**src/rtl/fcl_pkg.sv**
```systemverilog
package fcl_pkg;

  typedef enum logic [1:0] {
    FMT_ARGB1555 = 2'd0,
    FMT_RGB565   = 2'd1,
    FMT_RGB888   = 2'd2,
    FMT_ARGB8888 = 2'd3
  } pixFmt_e;

  // strobes from control to datapath
  typedef struct packed {
    logic latchEnable;  // refresh the enable flag
    logic latchGeom;    // capture geometry, format, blank, border
    logic raiseChange;  // emit the change pulse next cycle
  } ctrlStrobe_t;

endpackage

```
**src/rtl/fcl_div3.sv**
```systemverilog
// Constant divide-by-three via reciprocal multiply: floor(num*K / 2^SH)
module fcl_div3 #(
  parameter int IN_W = 13
) (
  input  logic [IN_W-1:0] num,
  output logic [IN_W-1:0] quot
);
  localparam int SH = IN_W + 2;
  localparam longint KVAL = ((64'sd1 <<< SH) + 64'sd2) / 64'sd3;
  localparam logic [SH-1:0] K = KVAL[SH-1:0];
  localparam int PW = IN_W + SH;

  logic [PW-1:0] prod;

  always_comb begin
    prod = PW'(num) * PW'(K);
    quot = IN_W'(prod >> SH);
  end
endmodule

```
**src/rtl/fcl_datapath.sv**
```systemverilog
module fcl_datapath
  import fcl_pkg::*;
#(
  parameter int FIELD_W  = 10,
  parameter int BORDER_W = 24,
  parameter int EN_BIT   = 0,
  parameter int FMT_LSB  = 2,
  parameter int VO_BIT   = 0,
  parameter int IL_BIT   = 1,
  parameter int BLANK_BIT = 3,
  localparam int SIZE_W = 3 * FIELD_W,
  localparam int CNT_W  = FIELD_W + 1,
  localparam int H_W    = FIELD_W + 2,
  localparam int V_W    = FIELD_W + 2,
  localparam int S_W    = FIELD_W + 3
) (
  input  logic                clk,
  input  logic                rstN,
  input  ctrlStrobe_t         strobe,
  input  logic [SIZE_W-1:0]   sizeReg,
  input  logic [3:0]          modeReg,
  input  logic [1:0]          cfgReg,
  input  logic [3:0]          cfg2Reg,
  input  logic [BORDER_W-1:0] borderReg,
  output logic                enableNow,
  output logic                differs,
  output logic [H_W-1:0]      hPix,
  output logic [V_W-1:0]      vLines,
  output logic [S_W-1:0]      rowStride,
  output logic [1:0]          pixFmt,
  output logic                dispEn,
  output logic                blanked,
  output logic [BORDER_W-1:0] borderColor
);
  localparam int Q_W = H_W + 1;

  logic [FIELD_W-1:0] wordRaw, lineRaw, modRaw;
  logic [CNT_W-1:0]   words, lines, strideWords;
  logic [Q_W-1:0]     words4, words4Div3;
  pixFmt_e            fmtNext;
  logic [H_W-1:0]     hNext;
  logic [V_W-1:0]     vNext;
  logic [S_W-1:0]     sNext;

  logic [H_W-1:0]      hQ;
  logic [V_W-1:0]      vQ;
  logic [S_W-1:0]      sQ;
  logic [1:0]          fmtQ;
  logic                enQ, blankQ;
  logic [BORDER_W-1:0] borderQ;

  // field decode
  always_comb begin
    wordRaw     = sizeReg[FIELD_W-1:0];
    lineRaw     = sizeReg[2*FIELD_W-1:FIELD_W];
    modRaw      = sizeReg[3*FIELD_W-1:2*FIELD_W];
    words       = CNT_W'(wordRaw) + CNT_W'(1);
    lines       = CNT_W'(lineRaw) + CNT_W'(1);
    strideWords = words + CNT_W'(modRaw) - CNT_W'(1);
    fmtNext     = pixFmt_e'(modeReg[FMT_LSB +: 2]);
    enableNow   = modeReg[EN_BIT] & cfgReg[VO_BIT];
    words4      = Q_W'(words) << 2;
  end

  fcl_div3 #(.IN_W(Q_W)) u_div3 (
    .num  (words4),
    .quot (words4Div3)
  );

  // width per pixel format
  always_comb begin
    unique case (fmtNext)
      FMT_ARGB1555,
      FMT_RGB565:   hNext = H_W'(words) << 1;
      FMT_RGB888:   hNext = H_W'(words4Div3);
      default:      hNext = H_W'(words);
    endcase
  end

  // height and stride
  always_comb begin
    vNext = cfgReg[IL_BIT] ? (V_W'(lines) << 1) : V_W'(lines);
    sNext = S_W'(strideWords) << 2;
  end

  always_comb begin
    differs = (hNext != hQ) || (vNext != vQ) || (fmtNext != pixFmt_e'(fmtQ));
  end

  always_ff @(posedge clk or negedge rstN) begin
    if (!rstN) begin
      hQ      <= '0;
      vQ      <= '0;
      sQ      <= '0;
      fmtQ    <= '0;
      blankQ  <= 1'b0;
      borderQ <= '0;
    end else if (strobe.latchGeom) begin
      hQ      <= hNext;
      vQ      <= vNext;
      sQ      <= sNext;
      fmtQ    <= fmtNext;
      blankQ  <= cfg2Reg[BLANK_BIT];
      borderQ <= borderReg;
    end
  end

  always_ff @(posedge clk or negedge rstN) begin
    if (!rstN)                   enQ <= 1'b0;
    else if (strobe.latchEnable) enQ <= enableNow;
  end

  always_comb begin
    hPix        = hQ;
    vLines      = vQ;
    rowStride   = sQ;
    pixFmt      = fmtQ;
    dispEn      = enQ;
    blanked     = blankQ;
    borderColor = borderQ;
  end
endmodule

```
**src/rtl/fcl_control.sv**
```systemverilog
module fcl_control
  import fcl_pkg::*;
(
  input  logic        clk,
  input  logic        rstN,
  input  logic        frameDone,
  input  logic        enableNow,
  input  logic        differs,
  output ctrlStrobe_t strobe,
  output logic        fmtChanged
);
  logic pulseQ;

  always_comb begin
    strobe.latchEnable = frameDone;
    strobe.latchGeom   = frameDone & enableNow;
    strobe.raiseChange = frameDone & enableNow & differs;
  end

  always_ff @(posedge clk or negedge rstN) begin
    if (!rstN) pulseQ <= 1'b0;
    else       pulseQ <= strobe.raiseChange;
  end

  assign fmtChanged = pulseQ;
endmodule

```
**src/rtl/frame_cfg_latch.sv**
```systemverilog
module frame_cfg_latch
  import fcl_pkg::*;
#(
  parameter int FIELD_W  = 10,
  parameter int BORDER_W = 24
) (
  input  logic                      clk,
  input  logic                      rstN,
  input  logic                      frameDone,
  input  logic [3*FIELD_W-1:0]      sizeReg,
  input  logic [3:0]                modeReg,
  input  logic [1:0]                cfgReg,
  input  logic [3:0]                cfg2Reg,
  input  logic [BORDER_W-1:0]       borderReg,
  output logic [FIELD_W+1:0]        hPix,
  output logic [FIELD_W+1:0]        vLines,
  output logic [FIELD_W+2:0]        rowStride,
  output logic [1:0]                pixFmt,
  output logic                      dispEn,
  output logic                      blanked,
  output logic [BORDER_W-1:0]       borderColor,
  output logic                      fmtChanged
);
  ctrlStrobe_t strobe;
  logic        enableNow, differs;

  fcl_control u_ctrl (
    .clk        (clk),
    .rstN       (rstN),
    .frameDone  (frameDone),
    .enableNow  (enableNow),
    .differs    (differs),
    .strobe     (strobe),
    .fmtChanged (fmtChanged)
  );

  fcl_datapath #(
    .FIELD_W  (FIELD_W),
    .BORDER_W (BORDER_W)
  ) u_dp (
    .clk         (clk),
    .rstN        (rstN),
    .strobe      (strobe),
    .sizeReg     (sizeReg),
    .modeReg     (modeReg),
    .cfgReg      (cfgReg),
    .cfg2Reg     (cfg2Reg),
    .borderReg   (borderReg),
    .enableNow   (enableNow),
    .differs     (differs),
    .hPix        (hPix),
    .vLines      (vLines),
    .rowStride   (rowStride),
    .pixFmt      (pixFmt),
    .dispEn      (dispEn),
    .blanked     (blanked),
    .borderColor (borderColor)
  );
endmodule

```
**config.mk**
```make
export PLATFORM = sky130hd
export DESIGN_NAME = frame_cfg_latch
export DESIGN_NICKNAME = d
export VERILOG_FILES = /design/src/rtl/fcl_pkg.sv /design/src/rtl/fcl_div3.sv /design/src/rtl/fcl_datapath.sv /design/src/rtl/fcl_control.sv /design/src/rtl/frame_cfg_latch.sv
export SDC_FILE = /design/constraint.sdc
export NUM_CORES = 1
export LEC_CHECK = 0
export CAP_MARGIN = 20
export CORE_MARGIN = 2
export CORE_UTILIZATION = 60
export DETAILED_ROUTE_END_ITERATION = 7
export DONT_BUFFER_PORTS = 1
export GPL_ROUTABILITY_DRIVEN = 0
export PLACE_DENSITY = 0.76
export SETUP_SLACK_MARGIN = 0.1
export SYNTH_ARGS = -nofsm -noshare
export SYNTH_HDL_FRONTEND = slang
export SYNTH_SLANG_ARGS = --single-unit
```
**constraint.sdc**
```tcl
create_clock -name clk -period 2.9 [get_ports clk]
set_clock_uncertainty 0.15 [all_clocks]
set_input_delay 0.29 -clock clk [delete_from_list [all_inputs] [get_ports clk]]
set_output_delay 0.29 -clock clk [all_outputs]
set_load 0.01 [all_outputs]
```
==> summary.md, run 1 <==
| Metric | Value |
|---|---|
| Main synth FF type | `dfrtp_1` |
| Min cycle time layout | `~5.7 ns` |
| Post-Syn Instances | `about 900` |
| Post-DP HPWL | `between 15000 and 20000 um` |
| Grt ovf | `0` |
| Power Internal | `6.14 mW` |
| WS Path Type | `input port to register` |
| Number of global-route vias before repair | `~8000` |
| Clk buf depth | `2` |
| Sink Count | `between 60 and 70` |
| Die Area | `between 10000 and 15000 um2` |
| Layout area overhead | `37.0%` |
| Clock latency on the worst-skew pair | `0.34 ns` |
| Worst slack at placement | `-3.09 ns` |
| Share of power burned in the clock network | `between 10% and 20%` |
| Max-cap violations | `0` |
| Die Wd | `115 um` |
| Number of port buffers | `0` |
| R2R cell count | `10` |
| Io pins | `~130` |
| Synth cell types | `82` |
| Total track usage | `between 30% and 40%` |
| Final ANT Viol Nets | `0` |
| Startpoint types | `input port` |
| CP required | `around 3.0 ns` |
| Leak pwr | `approximately 5.0 nW` |
| Max IR drop VDD | `slightly below 0.9 mV` |
| Max Fclk | `176 MHz` |
| Clock Tree Root | `clkbuf_16` |
| Fin crit share | `196%` |
| Worst r2r dst | `u_ctrl.fmtChanged` |
| Slack of the worst reg-to-reg path | `-0.14 ns` |
| Setup TNS | `-29.56 ns` |
| Antenna violations before repair | `0` |
| RSZ-0062 raised after global routing | `yes` |
| Most frequent cells in the layout | `buf_4 (159), nand2_1 (144), inv_1 (114)` |
| WP data arrival | `between 5 and 6 ns` |
| Hold Path Sink | `u_dp.rowStride[2]` |
| Share of cells above drive strength 1 | `between 20% and 30%` |
| Synth warn | `0` |
| Count of final hold-check violations | `0` |
| Relative slew slack | `about 44%` |
| Sw Ratio | `a little under half` |
| Most common cell after layout, fill and taps aside | `buf_4` |
| H-tree Lvls | `3` |
| Num rows | `40` |
| Combinational share of power | `77.2%` |
| Total number of vias | `between 7000 and 8000` |
| TritonCTS clock tree | `done` |
| Largest net degree at the start of global routing | `between 70 and 80` |
| Core area | `12100 um2` |
| Run status | `finished, violations left` |
| Number of diodes | `0` |
| Post-synthesis register bit count | `between 60 and 70` |
| EDFF count, synth | `0` |
| Reg power frac | `about an eighth` |
| Failing checks | `setup timing` |
| Syn Area/Cell | `slightly above 8 um2` |
| Pins Over Slew Limit | `0` |
| Fin worst setup slack | `-2.78 ns` |
| Hold WC Path Type | `input port to register` |
| DRT iter0 DRCs | `slightly below 900` |
| Drt drc | `0` |
| Worst Path Max Fanout | `9` |
| Post-synthesis sequential area ratio | `21.6%` |
| Final setup fails | `16` |
| Initial Util | `around 62%` |
| Switching pwr | `around 5.3 mW` |
| Fin nets | `1275` |
| Pwr dens | `about 1100 nW/um2` |
| Worst Setup End Kind | `register` |
| Final WL | `26300 um` |
| Reg-to-Reg Start | `u_dp.pixFmt[0]` |
| First-pass GRT wire length | `39400 um` |
| Syn Std Cell Area | `7420 um2` |
| CTS buffer count | `9` |
| DIE HEIGHT | `115 um` |
| Vias per Instance | `~6.3` |
| Actual slew at the worst max-slew pin | `0.817 ns` |
| Post-DR wirelength/cell | `21.0 um` |
| Clock slew at reported path FFs | `0.06 ns` |
| Async S/R FF share, synth | `100%` |
| Hold Startpoint | `sizeReg[0]` |
| Pre-antenna DRT Iters | `6` |
| Hold depth | `2` |
## critical path, stage by stage
cell and delay [ns]:
ha_4 0.13, buf_6 0.12, nand2_1 0.10, nor4_4 0.29, ha_4 0.20, inv_2 0.04, fa_2 0.48, fa_1 0.55
inv_1 0.06, fa_1 0.50, inv_2 0.04, fa_1 0.50, inv_2 0.05, ha_4 0.31, buf_6 0.11, nand4_4 0.06
a2111o_1 0.42, o32a_4 0.31, nand3_1 0.09, o21ai_1 0.07, nor4_2 0.30, o2111ai_2 0.20, nor4_1 0.24, and4_1 0.21
nor2_1 0.05
## how the worst max path moves through the flow
stage                         to  startpoint  cells after the start
2_1_floorplan  u_ctrl.fmtChanged  sizeReg[2]                     24
3_3_place_gp   u_ctrl.fmtChanged  sizeReg[0]                     24
3_5_place_dp   u_ctrl.fmtChanged  sizeReg[0]                     22
4_1_cts        u_ctrl.fmtChanged  sizeReg[2]                     23
5_1_grt        u_ctrl.fmtChanged  sizeReg[3]                     24
6_report       u_ctrl.fmtChanged  sizeReg[0]                     25
## flip-flops by register name (all words and copies together), names as in the netlist
| register | count |
|---|---|
| u_dp.borderColor | 24 |
| u_ctrl.fmtChanged | 1 |
| u_dp.pixFmt | 2 |
| u_dp.vLines | 12 |
| u_dp.blanked | 1 |
| u_dp.dispEn | 1 |
| u_dp.rowStride | 11 |
| u_dp.hPix | 12 |
## power by group through the flow
stage          clock, mW  combinational, mW  sequential [mW]
3_5_place_dp           0               7.13             1.39
5_1_grt             1.25               9.41             1.42
6_report            1.20               8.81             1.40
2_1_floorplan          0               4.53             1.34
3_3_place_gp           0               6.84             1.39
4_1_cts             1.20               7.82             1.38
## layer usage
metal | wire (um) | track usage, % | vias to the layer above
li1 | - | - | 3429
met1 | 9060 | 42.7 | 3764
met2 | 13100 | 67.2 | 533
met3 | 2350 | 9.01 | 184
met4 | 1730 | 20.9 | 0
met5 | 0 | 0 | -
## through the flow
stage	cell area (um2)	total power, mW	instances	util, %	hold WS (ns)
after floorplan	7750	5.87	900	-	-0.156
after global placement	8850	8.23	1173	73.4	-0.154
after detailed placement	8850	8.53	1173	73.4	-0.154
after CTS	9770	10.4	1231	81.0	0.00150
after global routing	10200	12.1	1252	84.3	0.0310
final	10200	11.4	1252	84.3	0.0355
## synth_stat cells (5+ instances only)
| cell type | n | area [um2] |
|---|---|---|
| nand2_1 | 152 | 571 |
| inv_1 | 130 | 488 |
| ha_1 | 91 | 1140 |
| dfrtp_1 | 64 | 1600 |
| o21ai_0 | 43 | 215 |
| fa_1 | 38 | 761 |
| nor2_1 | 37 | 139 |
| a21oi_1 | 35 | 175 |
| xnor2_1 | 27 | 236 |
| nand3_1 | 21 | 105 |
| clkbuf_1 | 15 | 56.3 |
| xor2_1 | 15 | 131 |
| and3_1 | 11 | 68.8 |
| nand4_1 | 11 | 68.8 |
| a31oi_1 | 10 | 62.6 |
| nor3_1 | 9 | 45.0 |
| a21o_1 | 8 | 60.1 |
| buf_2 | 8 | 40.0 |
| nor4_1 | 8 | 50.1 |
| nand2b_1 | 7 | 43.8 |
| or3_1 | 7 | 43.8 |
| a211oi_1 | 6 | 45.0 |
| buf_4 | 6 | 45.0 |
| mux2i_1 | 6 | 60.1 |
| o211ai_1 | 6 | 45.0 |
| o22ai_1 | 6 | 37.5 |
| a31o_2 | 5 | 43.8 |
| and2_1 | 5 | 31.3 |
| and4_1 | 5 | 43.8 |
| buf_1 | 5 | 18.8 |
| mux2_2 | 5 | 56.3 |
| o21ai_1 | 5 | 25.0 |
| o21bai_1 | 5 | 37.5 |
## layout make-up
type,count,area [um2]
fillers,643,1890
inverters,133,505
well taps,168,210
multi-input cells,667,5820
clock buffers,9,225
clock inverters,7,101
flip-flops and latches,64,1600
repair buffers,204,1700
## repair_timing
item                                    CTS  global route
pin swaps                                40            69
resized for setup                        43            53
hold buffers                             31             0
endpoints found under the setup margin   17            17
setup buffers                            12            21
hold endpoints to repair                 95             0
## cell families after synthesis
kind of cell | synth area share [%]
XOR/XNOR | 5.39
adder cells (fa/ha/maj) | 25.6
flip-flops | 21.6
AND/OR/NAND/NOR | 18.5
AO/OA/AOI/OAI | 18.0
other | 0.0505
buffers and inverters | 9.19
multiplexers | 1.77
(Power assumes the default switching activity.)
==> run 2, diff against run 1 <==
--- a/config.mk
+++ b/config.mk
@@ -7,11 +7,11 @@
 export LEC_CHECK = 0
 export CAP_MARGIN = 20
 export CORE_MARGIN = 2
-export CORE_UTILIZATION = 60
+export CORE_UTILIZATION = 53
 export DETAILED_ROUTE_END_ITERATION = 7
 export DONT_BUFFER_PORTS = 1
 export GPL_ROUTABILITY_DRIVEN = 0
-export PLACE_DENSITY = 0.76
+export PLACE_DENSITY = 0.68
 export SETUP_SLACK_MARGIN = 0.1
 export SYNTH_ARGS = -nofsm -noshare
 export SYNTH_HDL_FRONTEND = slang
==> summary.md, run 2 (synthesized netlist as in run 1, its figures left out) <==
| Metric | Value |
|---|---|
| Run status | `finished, violations left (unchanged)` |
| Failing checks | `setup timing (unchanged)` |
| Met1 Routed Length | `9050 um (was 9060 um)` |
| Post-route insts no fill | `1276 (was 1252)` |
| Crit path buf inv count | `9 (was 6)` |
| Cell Area, Placed | `8910 um2 (was 8850 um2)` |
| Reg-to-Reg Start | `u_dp.pixFmt[0] (unchanged)` |
| Crit path launch | `sizeReg[0] (unchanged)` |
| Actual slew at the worst max-slew pin | `0.783 ns (was 0.817 ns)` |
| CP most frequent cell | `fa_1` |
| Critical-path top delay cell | `fa_1 (unchanged)` |
| Sequential cell area | `1600 um2 (unchanged)` |
| WP data arrival | `5.65 ns (was 5.74 ns)` |
| Number of port buffers | `0 (unchanged)` |
| Final ANT Viol Nets | `0 (unchanged)` |
| Placed cell count | `1192 (was 1173)` |
| Routed met2 length | `12300 um (was 13100 um)` |
| Most common cell after layout, fill and taps aside | `buf_4 (unchanged)` |
| Sw Ratio | `45.0% (was 46.2%)` |
| CP peak stage delay | `0.52 ns (was 0.55 ns)` |
| First-pass GRT wire length | `36600 um (was 39400 um)` |
| Post-DR wirelength/cell | `18.6 um (was 21.0 um)` |
| Antenna violations before repair | `1 (was 0)` |
| Count of final hold-check violations | `0 (unchanged)` |
| Clock Tree Root | `clkbuf_16 (unchanged)` |
| Max IR drop VDD | `0.838 mV (was 0.892 mV)` |
| Hold WC Path Type | `input port to register (unchanged)` |
| WS Path Type | `input port to register (unchanged)` |
| Share of power burned in the clock network | `8.5% (was 10.5%)` |
| Reg power frac | `12.1% (was 12.3%)` |
| Fin worst setup slack | `-2.72 ns (was -2.78 ns)` |
| Setup TNS | `-29.23 ns (was -29.56 ns)` |
| Die Area | `15000 um2 (was 13300 um2)` |
| Pre-antenna DRT Iters | `7 (was 6)` |
| Total track usage | `31.0% (was 38.2%)` |
| Fin crit share | `194% (was 196%)` |
| Largest net degree at the start of global routing | `65 (was 71)` |
| Relative slew slack | `46.5% (was 44.1%)` |
| Max layer used | `met4 (unchanged)` |
| CTS buffer count | `9 (unchanged)` |
| Grt ovf | `0 (unchanged)` |
| Vias per Instance | `5.82 (was 6.32)` |
| Fill count | `975 (was 643)` |
| TritonCTS clock tree | `done (unchanged)` |
| Post-route cell area | `10200 um2 (about the same)` |
| Clock slew at reported path FFs | `0.05 ns (was 0.06 ns)` |
| Drt drc | `0 (unchanged)` |
| Worst Setup End Kind | `register (unchanged)` |
| Layout area overhead | `37.8% (was 37.0%)` |
| Sink Count | `64 (unchanged)` |
| Number of global-route vias before repair | `7642 (was 8037)` |
| Worst Path Max Fanout | `9 (unchanged)` |
| Max Fclk | `178 MHz (was 176 MHz)` |
| Max-cap violations | `0 (unchanged)` |
| Die Wd | `122 um (was 115 um)` |
| Power Internal | `6.25 mW (was 6.14 mW)` |
| Num rows | `43 (was 40)` |
| Io pins | `133 (unchanged)` |
| Pwr dens | `1110 nW/um2 (was 1120 nW/um2)` |
| Min cycle time layout | `5.62 ns (was 5.68 ns)` |
| Switching pwr | `5.11 mW (was 5.27 mW)` |
| Share of cells above drive strength 1 | `30.0% (was 29.3%)` |
| Startpoint types | `input port (unchanged)` |
| Crit-path leading delay family | `adder cells (unchanged)` |
| DRT iter0 DRCs | `529 (was 893)` |
| H-tree Lvls | `3 (unchanged)` |
| Final WL | `23700 um (was 26300 um)` |
| Combinational share of power | `79.5% (was 77.2%)` |
| Footprint of the multi-input gates | `5800 um2 (was 5820 um2)` |
| Pins Over Slew Limit | `0 (unchanged)` |
| RSZ-0062 raised after global routing | `yes (unchanged)` |
| Most frequent cells in the layout | `buf_4 (160), nand2_1 (143), inv_1 (114) (was buf_4 (159), nand2_1 (144), inv_1 (114))` |
| Core area | `13800 um2 (was 12100 um2)` |
| Post-DP HPWL | `17700 um (was 17300 um)` |
| Final setup fails | `17 (was 16)` |
| Hold Startpoint | `sizeReg[10] (was sizeReg[0])` |
| Met3 WL post-DR | `1730 um (was 2350 um)` |
| Fin nets | `1286 (was 1275)` |
| Max FFs per register | `24 (unchanged)` |
| DIE HEIGHT | `122 um (was 115 um)` |
| Initial Util | `53.9% (was 61.5%)` |
| Clock latency on the worst-skew pair | `0.33 ns (was 0.34 ns)` |
| Leak pwr | `5.03 nW (was 5.00 nW)` |
| Clk buf depth | `2 (unchanged)` |
| CP required | `2.94 ns (was 2.96 ns)` |
| Total number of vias | `7422 (was 7910)` |
==> run 2: cell types whose count changed in the layout (fill, tap and decap cells not counted), sizes merged <==
cell | before | now
diode | 0 | 1
clkinvlp | 3 | 2
inv | 135 | 132
clkinv | 0 | 5
bufinv | 2 | 0
clkbuf | 9 | 10
buf | 174 | 185
==> run 2: layer usage <==
layer | up-vias | GRT usage [%]
met5 | - | 0
met3 | 62 | 6.97
met2 | 312 | 55.8
met4 | 0 | 10.8
met1 | 3604 | 36.3
li1 | 3444 | -
==> run 2: what timing repair did <==
item / in CTS / in global routing
endpoints found under the hold margin: 95 / 0
hold buffers: 31 / 0
resized for setup: 56 / 42
setup buffers: 20 / 16
setup endpoints to repair: 17 / 18
pin swaps: 44 / 38
==> run 2: power by group through the flow <==
stage                     combinational, mW  sequential (mW)  clock, mW
after floorplan                        4.53             1.34          0
after global placement                 6.88             1.37          0
after detailed placement               7.14             1.38          0
after CTS                              8.21             1.37      0.976
after global routing                   9.65             1.40       1.01
final                                  9.03             1.37      0.960
==> run 2: metrics by stage <==
step / total power, mW / setup WS, ns / hold slack [ns] / util, %
2_1_floorplan: 5.87 / -2.87 / -0.156 / -
3_3_place_gp: 8.25 / -2.95 / -0.154 / 64.7
3_5_place_dp: 8.51 / -3.13 / -0.155 / 64.7
4_1_cts: 10.5 / -2.61 / 0.00696 / 72.0
5_1_grt: 12.1 / -2.89 / 0.0270 / 74.3
6_report: 11.4 / -2.72 / 0.0172 / 74.3
==> run 2: worst reg2reg max path, stage by stage (launching register included) <==
cell and delay, ns:
dfrtp_1 0.37, or2_2 0.27, a2111oi_0 0.63, buf_4 0.21, and4b_1 0.20, nand4_1 0.12, nor4_2 0.28, o2111ai_1 0.20
nor4_1 0.20, and4_1 0.21, nor2_1 0.04
==> run 2: layout make-up <==
cell class	instances	share of cell area, %
Antenna cell	1	0.0245
Clock buffer	10	2.24
Clock inverter	6	0.355
Inverter	133	4.92
Multi-Input combinational cell	667	56.7
Sequential cell	64	15.7
Tap cell	180	2.20
Timing Repair Buffer	215	17.9
==> run 2: worst paths after layout <==
check                      slack [ns]                end  depth (start not counted)
max in group asynchronous        1.96     u_dp.vLines[3]                          2
hold reg to reg                  0.40  u_dp.rowStride[9]                          2
hold / removal                   0.02     u_dp.vLines[1]                          3
min in group asynchronous        0.36       u_dp.hPix[9]                          2
setup reg to reg                -0.11  u_ctrl.fmtChanged                         10
setup / recovery                -2.72  u_ctrl.fmtChanged                         27
==> run 3, diff against run 2 <==
--- a/config.mk
+++ b/config.mk
@@ -8,6 +8,7 @@
 export CAP_MARGIN = 20
 export CORE_MARGIN = 2
 export CORE_UTILIZATION = 53
+export CTS_BUF_LIST = sky130_fd_sc_hd__clkbuf_4 sky130_fd_sc_hd__clkbuf_8
 export DETAILED_ROUTE_END_ITERATION = 7
 export DONT_BUFFER_PORTS = 1
 export GPL_ROUTABILITY_DRIVEN = 0
==> summary.md, run 3 (synthesized netlist as in run 1, its figures left out) <==
| Metric | Value |
|---|---|
| Run status | `finished, violations left (unchanged)` |
| Failing checks | `setup timing (unchanged)` |
| Combinational share of power | `81.2% (was 79.5%)` |
| Core area | `13800 um2 (unchanged)` |
| Slack of the worst reg-to-reg path | `0.03 ns (was -0.11 ns)` |
| Placed cell count | `1192 (unchanged)` |
| Crit path buf inv count | `5 (was 9)` |
| Hold depth | `2 (was 3)` |
| Most frequent cells in the layout | `buf_4 (165), nand2_1 (143), inv_1 (115) (was buf_4 (160), nand2_1 (143), inv_1 (114))` |
| Post-DR wirelength/cell | `18.4 um (was 18.6 um)` |
| Vias per Instance | `5.85 (was 5.82)` |
| DRT iter0 DRCs | `468 (was 529)` |
| CP peak stage delay | `0.56 ns (was 0.52 ns)` |
| Critical-path top delay cell | `fa_1 (unchanged)` |
| Hold slack | `0.00851 ns (was 0.0172 ns)` |
| RSZ-0062 raised after global routing | `yes (unchanged)` |
| Grt ovf | `0 (unchanged)` |
| Worst Setup End Kind | `register (unchanged)` |
| Critical Path Stages | `24 (was 27)` |
| TritonCTS clock tree | `done (unchanged)` |
| Most common cell after layout, fill and taps aside | `buf_4 (unchanged)` |
| Share of cells above drive strength 1 | `29.7% (was 30.0%)` |
| Antenna violations before repair | `1 (unchanged)` |
| Leak pwr | `4.95 nW (was 5.03 nW)` |
| Pwr dens | `1070 nW/um2 (was 1110 nW/um2)` |
| Startpoint types | `input port (unchanged)` |
| CP Cell Sequence | `ha_4, buf_4, nand2_1, nor2_1, xor2_1, buf_4, inv_1, fa_1, fa_1, fa_1, fa_1, inv_1, ha_4, buf_12, nand4_4, a2111o_1, o32a_4, o21ai_4, xnor2_2, a21oi_2, xor2_2, nor4_1, and4_1, nor2_1` |
| Post-route insts no fill | `1273 (was 1276)` |
| Count of final hold-check violations | `0 (unchanged)` |
| Clock Tree Root | `clkbuf_8 (was clkbuf_16)` |
| Max-cap violations | `0 (unchanged)` |
| Clock slew at reported path FFs | `0.07 ns (was 0.05 ns)` |
| Relative slew slack | `47.1% (was 46.5%)` |
| Die Area | `15000 um2 (unchanged)` |
| WP data arrival | `5.73 ns (was 5.65 ns)` |
| Power Internal | `5.83 mW (was 6.25 mW)` |
| Post-route cell area | `10100 um2 (was 10200 um2)` |
| Number of port buffers | `0 (unchanged)` |
| Max FFs per register | `24 (unchanged)` |
| Cell Area, Placed | `8910 um2 (unchanged)` |
| Fin crit share | `196% (was 194%)` |
| Switching pwr | `4.99 mW (was 5.11 mW)` |
| CP required | `2.95 ns (was 2.94 ns)` |
| CP most frequent cell | `fa_1 (unchanged)` |
| R2R cell count | `10 (unchanged)` |
| CTS buffer count | `9 (unchanged)` |
| Final WL | `23400 um (was 23700 um)` |
| First-pass GRT wire length | `36800 um (was 36600 um)` |
| Share of power burned in the clock network | `6.1% (was 8.5%)` |
| Fin nets | `1283 (was 1286)` |
| Die Wd | `122 um (unchanged)` |
| Io pins | `133 (unchanged)` |
| Total track usage | `31.2% (was 31.0%)` |
| Clock latency on the worst-skew pair | `0.34 ns (was 0.33 ns)` |
| Clk buf depth | `2 (unchanged)` |
| H-tree Lvls | `3 (unchanged)` |
| Num rows | `43 (unchanged)` |
| Worst Path Max Fanout | `9 (unchanged)` |
| Min cycle time layout | `5.68 ns (was 5.62 ns)` |
| Largest net degree at the start of global routing | `65 (unchanged)` |
| Max Fclk | `176 MHz (was 178 MHz)` |
| WS Path Type | `input port to register (unchanged)` |
| Drt drc | `0 (unchanged)` |
| Hold WC Path Type | `input port to register (unchanged)` |
| Max IR drop VDD | `0.821 mV (was 0.838 mV)` |
| Crit-path leading delay family | `adder cells (unchanged)` |
| Actual slew at the worst max-slew pin | `0.774 ns (was 0.783 ns)` |
| DIE HEIGHT | `122 um (unchanged)` |
| Total number of vias | `7442 (was 7422)` |
| Final ANT Viol Nets | `0 (unchanged)` |
| Fill count | `1024 (was 975)` |
| Pre-antenna DRT Iters | `6 (was 7)` |
| Sw Ratio | `46.1% (was 45.0%)` |
| Number of global-route vias before repair | `7652 (was 7642)` |
| Reg power frac | `12.7% (was 12.1%)` |
| Final Util | `73.2% (was 74.3%)` |
| Sink Count | `64 (unchanged)` |
| Layout area overhead | `35.7% (was 37.8%)` |
| Fin worst setup slack | `-2.78 ns (was -2.72 ns)` |
| Setup TNS | `-29.77 ns (was -29.23 ns)` |
| Initial Util | `53.9% (unchanged)` |
| Pins Over Slew Limit | `0 (unchanged)` |
| Post-DP HPWL | `17700 um (unchanged)` |
| Final setup fails | `17 (unchanged)` |
==> run 3: cell count changes in the layout (fill, tap and decap cells not counted), sizes merged <==
| cell | change |
|---|---|
| buf | -5 |
| dlygate4sd3 | +2 |
==> run 3: cell type report <==
cell class	count	area [um2]	share of cell area [%]
Multi-Input combinational cell	667	5820	57.7
Clock inverter	6	36.3	0.360
Clock buffer	10	131	1.30
Tap cell	180	225	2.23
Inverter	133	503	4.99
Timing Repair Buffer	212	1760	17.5
Sequential cell	64	1600	15.9
Antenna cell	1	2.50	0.0248
==> run 3: final timing paths <==
path                                     startpoint                   to
worst max-delay path                     sizeReg[0]    u_ctrl.fmtChanged
worst min-delay path                     modeReg[2]         u_dp.hPix[0]
worst max register to register       u_dp.pixFmt[0]    u_ctrl.fmtChanged
worst min register to register  u_dp.borderColor[9]  u_dp.borderColor[9]
max in group asynchronous                      rstN       u_dp.vLines[3]
min in group asynchronous                      rstN    u_ctrl.fmtChanged
==> run 3: metal layers <==
layer,GRT usage [%],routed length [um],up-vias
li1,-,-,3446
met1,36.6,8950,3608
met2,55.8,12000,326
met3,6.37,1800,62
met4,11.6,711,0
met5,0,0,-
==> run 3: timing repair <==
item | 4_1_cts | 5_1_grt
buffers inserted | 19 | 12
resized for setup | 53 | 35
pin swaps | 41 | 30
endpoints found under the hold margin | 96 | 0
endpoints found under the setup margin | 17 | 18
hold buffers | 33 | 0
gates cloned | 0 | 0
==> run 3: through the flow <==
| stage | power [mW] | worst slack (ns) |
|---|---|---|
| 6_report | 10.8 | -2.78 |
| 5_1_grt | 11.5 | -2.88 |
| 4_1_cts | 10.2 | -2.58 |
| 3_5_place_dp | 8.51 | -3.13 |
| 3_3_place_gp | 8.25 | -2.95 |
| 2_1_floorplan | 5.87 | -2.87 |
==> run 3: power by group through the flow <==
stage	clock network, mW	logic (mW)	registers, mW
2_1_floorplan	0	4.53	1.34
3_3_place_gp	0	6.88	1.37
3_5_place_dp	0	7.14	1.38
4_1_cts	0.674	8.15	1.36
5_1_grt	0.710	9.44	1.39
6_report	0.662	8.78	1.37
==> run 3: worst reg2reg max path, stage by stage (launching register included) <==
cell	delay, ns
dfrtp_1	0.37
or2_2	0.27
a2111oi_0	0.54
buf_4	0.20
and4b_1	0.20
nand4_1	0.11
nor4_2	0.27
o2111ai_1	0.19
nor4_1	0.20
and4_1	0.21
nor2_1	0.04
